--- src/rtl/tsr_pkg.sv ---
package tsr_pkg;
  typedef enum logic {
    RD_IDLE = 1'b0,
    RD_SCAN = 1'b1
  } rd_state_t;
endpackage

--- src/rtl/tsr_pixel_array.sv ---
module tsr_pixel_array #(
  parameter int COLS = 8,
  parameter int ROWS = 16,
  parameter int TSW  = 5
) (
  input  logic                      clk,
  input  logic                      rst_n,
  input  logic [COLS*ROWS-1:0]      hit_i,
  input  logic [TSW-1:0]            ts_now,
  input  logic                      flush_en,
  input  logic [TSW-1:0]            flush_ts,
  input  logic [TSW-1:0]            sel_ts,
  input  logic                      clr_en,
  input  logic [$clog2(COLS*ROWS)-1:0] clr_idx,
  output logic [COLS*ROWS-1:0]      match_o
);
  localparam int NPIX = COLS * ROWS;
  localparam int IDXW = $clog2(NPIX);

  for (genvar p = 0; p < NPIX; p++) begin : g_pix
    logic           held;
    logic [TSW-1:0] stamp;
    logic           drop;

    // a read or a wrap flush empties the cell; a fresh hit may refill it
    assign drop = (clr_en && (clr_idx == IDXW'(p))) ||
                  (flush_en && held && (stamp == flush_ts));

    always_ff @(posedge clk) begin
      if (!rst_n) begin
        held  <= 1'b0;
        stamp <= '0;
      end else if (hit_i[p] && (!held || drop)) begin
        held  <= 1'b1;
        stamp <= ts_now;
      end else if (drop) begin
        held  <= 1'b0;
      end
    end

    assign match_o[p] = held && (stamp == sel_ts);
  end
endmodule

--- src/rtl/tsr_col_scan.sv ---
module tsr_col_scan #(
  parameter int COLS = 8,
  parameter int ROWS = 16
) (
  input  logic [COLS*ROWS-1:0]       match_i,
  output logic                       any_o,
  output logic [$clog2(COLS)-1:0]    col_o,
  output logic [$clog2(ROWS)-1:0]    row_o
);
  localparam int COLW = $clog2(COLS);
  localparam int ROWW = $clog2(ROWS);

  logic [COLS-1:0] col_or;
  logic [ROWS-1:0] col_bits;

  // per-column OR flag
  for (genvar c = 0; c < COLS; c++) begin : g_or
    assign col_or[c] = |match_i[c*ROWS +: ROWS];
  end

  // lowest flagged column wins
  always_comb begin
    col_o = '0;
    for (int c = COLS - 1; c >= 0; c--) begin
      if (col_or[c]) col_o = COLW'(c);
    end
  end

  assign col_bits = match_i[col_o*ROWS +: ROWS];

  // lowest matching row in the active column wins
  always_comb begin
    row_o = '0;
    for (int r = ROWS - 1; r >= 0; r--) begin
      if (col_bits[r]) row_o = ROWW'(r);
    end
  end

  assign any_o = |col_or;
endmodule

--- src/rtl/tsr_ctrl.sv ---
module tsr_ctrl
  import tsr_pkg::*;
#(
  parameter int TSW = 5
) (
  input  logic           clk,
  input  logic           rst_n,
  input  logic           trig_mode,
  input  logic           trig_valid,
  input  logic [TSW-1:0] trig_ts,
  output logic           trig_ready,
  input  logic [TSW-1:0] ts_now,
  input  logic           any_match,
  input  logic           word_ready,
  output logic           word_valid,
  output logic           clr_en,
  output logic           ts_done,
  output logic [TSW-1:0] sel_ts
);
  rd_state_t      st;
  logic [TSW-1:0] push_ts;
  logic           push_go;

  always_comb begin
    trig_ready = (st == RD_IDLE) && trig_mode;
    push_go    = (st == RD_IDLE) && !trig_mode && (push_ts != ts_now);
    word_valid = (st == RD_SCAN) && any_match;
    ts_done    = (st == RD_SCAN) && !any_match;
    clr_en     = word_valid && word_ready;
  end

  always_ff @(posedge clk) begin
    if (!rst_n) begin
      st      <= RD_IDLE;
      sel_ts  <= '0;
      push_ts <= '0;
    end else begin
      case (st)
        RD_IDLE: begin
          if (trig_valid && trig_ready) begin
            sel_ts <= trig_ts;
            st     <= RD_SCAN;
          end else if (push_go) begin
            sel_ts <= push_ts;
            st     <= RD_SCAN;
          end
        end
        default: begin
          if (ts_done) begin
            st <= RD_IDLE;
            if (!trig_mode) push_ts <= push_ts + 1'b1;
          end
        end
      endcase
    end
  end
endmodule

--- src/rtl/tsr_readout.sv ---
module tsr_readout #(
  parameter int COLS = 8,
  parameter int ROWS = 16,
  parameter int TSW  = 5
) (
  input  logic                     clk,
  input  logic                     rst_n,
  input  logic [COLS*ROWS-1:0]     hit_i,
  input  logic                     ts_step,
  output logic [TSW-1:0]           ts_now,
  input  logic                     trig_mode,
  input  logic                     trig_valid,
  input  logic [TSW-1:0]           trig_ts,
  output logic                     trig_ready,
  output logic                     word_valid,
  input  logic                     word_ready,
  output logic [$clog2(COLS)-1:0]  word_col,
  output logic [$clog2(ROWS)-1:0]  word_row,
  output logic [TSW-1:0]           word_ts,
  output logic                     ts_done,
  output logic [TSW-1:0]           done_ts
);
  localparam int NPIX = COLS * ROWS;
  localparam int IDXW = $clog2(NPIX);

  logic [NPIX-1:0] match;
  logic            any_match;
  logic            clr_en;
  logic [TSW-1:0]  sel_ts;
  logic [TSW-1:0]  ts_next;

  assign ts_next = ts_now + 1'b1;

  always_ff @(posedge clk) begin
    if (!rst_n)       ts_now <= '0;
    else if (ts_step) ts_now <= ts_next;
  end

  tsr_pixel_array #(.COLS(COLS), .ROWS(ROWS), .TSW(TSW)) u_array (
    .clk      (clk),
    .rst_n    (rst_n),
    .hit_i    (hit_i),
    .ts_now   (ts_now),
    .flush_en (ts_step),
    .flush_ts (ts_next),
    .sel_ts   (sel_ts),
    .clr_en   (clr_en),
    .clr_idx  (IDXW'({word_col, word_row})),
    .match_o  (match)
  );

  tsr_col_scan #(.COLS(COLS), .ROWS(ROWS)) u_scan (
    .match_i (match),
    .any_o   (any_match),
    .col_o   (word_col),
    .row_o   (word_row)
  );

  tsr_ctrl #(.TSW(TSW)) u_ctrl (
    .clk        (clk),
    .rst_n      (rst_n),
    .trig_mode  (trig_mode),
    .trig_valid (trig_valid),
    .trig_ts    (trig_ts),
    .trig_ready (trig_ready),
    .ts_now     (ts_now),
    .any_match  (any_match),
    .word_ready (word_ready),
    .word_valid (word_valid),
    .clr_en     (clr_en),
    .ts_done    (ts_done),
    .sel_ts     (sel_ts)
  );

  assign word_ts = sel_ts;
  assign done_ts = sel_ts;
endmodule

--- config.mk ---
export PLATFORM = sky130hd
export DESIGN_NAME = tsr_readout
export DESIGN_NICKNAME = d
export VERILOG_FILES = /design/src/rtl/tsr_pkg.sv /design/src/rtl/tsr_pixel_array.sv /design/src/rtl/tsr_col_scan.sv /design/src/rtl/tsr_ctrl.sv /design/src/rtl/tsr_readout.sv
export SDC_FILE = /design/constraint.sdc
export NUM_CORES = 2
export LEC_CHECK = 0
export ABC_CLOCK_PERIOD_IN_PS = 6200
export BUFFER_PORTS_ARGS = -buffer_cell sky130_fd_sc_hd__buf_2
export CORE_MARGIN = 2
export CORE_UTILIZATION = 30
export DETAILED_ROUTE_END_ITERATION = 16
export SKIP_CTS_REPAIR_TIMING = 1
export SYNTH_ARGS = -nofsm -noshare
export SYNTH_HDL_FRONTEND = slang
export SYNTH_SLANG_ARGS = --single-unit
--- constraint.sdc ---
create_clock -name clk -period 6.2 [get_ports clk]
set_input_delay 1.86 -clock clk [delete_from_list [all_inputs] [get_ports clk]]
set_output_delay 1.86 -clock clk [all_outputs]
set_load 0.05 [all_outputs]
==> flow_summary.ini <==
[clocking]
clk_latency_ns = 0.73
cts_buffers = 94
max-clock-path-buffers = 3
cts_tree = done
clock-root-buffer = clkbuf_16
htree_num_levels = 3
clock_sinks = 784
path_clk_slew_ns = 0.06

[logic_synthesis]
syn_nets = 5556
synth_top_area_cell = dfxtp_1
syn_inst = 5415
ys_ff_latch = 784
async_reset_ff_frac = 0
yosys-top-cells-area = dfxtp_1 (32%), xor2_1 (18%), mux2i_1 (11%)
synth_area_um2 = 48500
yosysTopAreaCellShare = 0.323
synth_edf_count = 0
synth_cell_type_count = 102
ys_seq_area_frac = 0.323
ys_warn_count = 0
synth_area_per_cell_um2 = 8.97
synthFlopType = dfxtp_1

[cells_and_area]
drive_above_1_share = 0.224
ff_latch_area_um2 = 15700
fillCellCount = 16000
finalNetCount = 6218
finish.utilization = 0.379
syn_to_final_growth_pct = 25.3
multiInputGateArea_um2 = 31000

[sta]
rsz0062_at_grt = true
maxSlewHeadroom = 0.0972
fmax_ghz = 0.136
setup_viol = 6
tightest_slew_ns = 1.35
hold_viol_final = 0
period_share = 1.18
slew_violations = 0
period_minus_slack_ns = 7.34
clock_skew_ns = 0.0399
setup_slack_ns = -1.14

[power_and_ir_drop]
fin_total_pwr_uw = 15900
p_leak_uw = 0.0298
powerDensity_nw_per_um2 = 261
ir_drop_mv = 0.244

[hold_path]
holdCritStartpoint = u_array.g_pix[23].stamp[0]
min_path_type = flop to flop
hold_path_end = u_array.g_pix[23].stamp[0]
whs_path_depth = 2

[worst_setup_path]
critPathKind = flop to output port
reg2reg_from = u_ctrl.sel_ts[1]
crit_arrival_ns = 5.48
crit_fanout = 7
r2r-end = u_array.g_pix[9].stamp[1]
start_kind = flop
cp.required_ns = 4.34
r2r_cells = 24
cp-end-kind = output port
r2r_slack_ns = -0.01

[routing]
dr.pass1.iters = 6
wl_per_cell_um = 24.1
antenna_left = 0
num_vias = 44200
routed_wl_um = 200000
avgViaCountPerCell = 5.31
first_iter_violations = 3981
drc_errors = 0

[status]
violations = setup timing
outcome = finished with violations

[die]
die_w_um = 406
fp.dieH_um = 406
coreArea_um2 = 161000
rows = 147
die_area_um2 = 165000
start_util = 0.302
ios = 164

[global_route]
grt_pass1_vias = 42800
antenna_found_initial = 23
grt_pass1_wl_um = 289000
grt_max_degree = 106
grt_overflow_total = 0
grtUsageTotal = 0.234

[place]
gp_congestion = 0.994
hpwl_um = 137000
portBuffers = 163

[run]
max-cap-violations = 0
-- sequential cells by signal, summed over array words and instances (netlist names) --
name and cells:
u_array.g_pix.stamp 640, u_array.g_pix.held 128, ts_now 5, u_ctrl.sel_ts 5, u_ctrl.st 1, u_ctrl.push_ts 5
-- area by class of cell --
cell class / count / area share
well taps: 2160 / 0.0444
diodes: 5 / 0.000206
inverters: 75 / 0.00492
clock inverters: 30 / 0.00553
repair buffers: 979 / 0.131
clock buffers: 139 / 0.0456
multi-input cells: 4143 / 0.509
flip-flops and latches: 784 / 0.258
-- per-stage QoR --
| stage | cell area, um^2 | setup TNS, ns | hold slack, ns | cells | worst slack [ns] |
|---|---|---|---|---|---|
| floorplan | 48700 | -0.916 | 0.470 | 5415 | -0.444 |
| global placement | 56700 | -162.41 | 0.478 | 8092 | -1.07 |
| detailed placement | 56700 | -167.83 | 0.487 | 8092 | -1.08 |
| CTS | 59800 | -196.41 | 0.498 | 8261 | -1.89 |
| global route | 60800 | -12.70 | 0.509 | 8313 | -1.28 |
| finish | 60800 | -4.46 | 0.497 | 8315 | -1.14 |
-- synth_stat cells, types with 12 or more instances --
master and n:
nand2_1 592, o21ai_0 50, xor2_1 1003, buf_4 25, a21bo_2 26, nand3_1 252
o21ai_1 24, a2bb2oi_2 16, nor2b_1 12, and3_1 114, buf_2 32, a31oi_1 22
o41ai_1 109, nor2_1 267, a21o_1 15, a221o_1 25, a21oi_1 113, inv_1 72
nor4_1 156, mux2i_1 547, a211oi_1 28, clkbuf_1 241, o221ai_1 25, dfxtp_1 784
nor3_1 20, buf_6 47, o21a_1 77, nand4_1 42, o21ai_2 27, o31a_1 20
a22oi_1 27, a22o_1 31, buf_1 55, nand2b_1 12, xnor2_1 293
-- worst max-delay path, cell delays in order, from the launching register on --
cell and delay, ns:
dfxtp_4 0.41, buf_12 0.12, buf_4 0.18, xor2_1 0.17, nor4_1 0.10, and3_1 0.23, nor4_2 0.34, buf_4 0.16
nand4_1 0.09, buf_4 0.18, nor4_2 0.30, buf_4 0.17, a21boi_1 0.23, buf_4 0.22, buf_12 0.11, nor3_1 0.06
o21ai_1 0.19, a31o_2 0.25, nand2_1 0.09, a2111o_1 0.40, a21o_4 0.23, a21o_4 0.28, inv_8 0.06, buf_4 0.18
-- power breakdown --
| group | leakage [uW] | internal (uW) | switching, uW |
|---|---|---|---|
| clock network | 0.00154 | 3330 | 2360 |
| logic | 0.0219 | 1940 | 2910 |
| registers | 0.00638 | 5200 | 149 |
-- cell families (layout without fill, tap and decap cells) --
family,Yosys count,in the layout,share of synthesized area
buf+inv,488,1223,0.0513
other cells,0,5,0
simple gates,1540,1540,0.152
flops,784,784,0.323
mux,557,557,0.115
compound gates,748,748,0.124
fa+ha+maj,2,2,0.000515
xor+xnor,1296,1296,0.234
-- worst max-delay path by stage --
stage / start / slack, ns / cells after the start / end
2_1_floorplan: u_ctrl.sel_ts[3] / -0.44 / 26 / word_row[0]
3_3_place_gp: u_ctrl.sel_ts[3] / -1.07 / 19 / word_row[0]
3_5_place_dp: u_ctrl.sel_ts[4] / -1.08 / 19 / word_row[0]
4_1_cts: u_ctrl.sel_ts[4] / -1.89 / 19 / word_row[0]
5_1_grt: u_ctrl.sel_ts[1] / -1.28 / 23 / word_row[0]
6_report: u_ctrl.sel_ts[3] / -1.14 / 23 / word_row[0]
-- routing by layer --
metal / vias to the layer above / wire length (um) / global-route usage
li1: 20100 / - / -
met1: 21700 / 85100 / 0.306
met2: 1824 / 88800 / 0.367
met3: 471 / 15600 / 0.0420
met4: 18 / 10800 / 0.119
met5: - / 110 / 0
-- cell usage in the layout (no fill, tap or decap), types with 20 or more instances in the layout --
cell	synthesis	routed
xor2_1	1003	998
dfxtp_1	784	774
buf_4	25	732
nand2_1	592	585
mux2i_1	547	547
xnor2_1	293	291
nor2_1	267	264
nand3_1	252	250
buf_2	32	153
nor4_1	156	143
o41ai_1	109	109
and3_1	114	107
a21oi_1	113	105
clkbuf_16	0	100
o21a_1	77	73
inv_1	72	70
buf_12	5	67
o21ai_0	50	44
nand4_1	42	42
o21ai_2	27	35
a22o_1	31	30
a22oi_1	27	27
a211oi_1	28	25
a21bo_2	26	25
o221ai_1	25	25
a221o_1	25	25
clkbuf_1	241	22
a31oi_1	22	21
o21ai_1	24	21
clkbuf_8	0	21
o31a_1	20	20
buf_6	47	20
No activity file was read; power rests on OpenSTA's default activity.
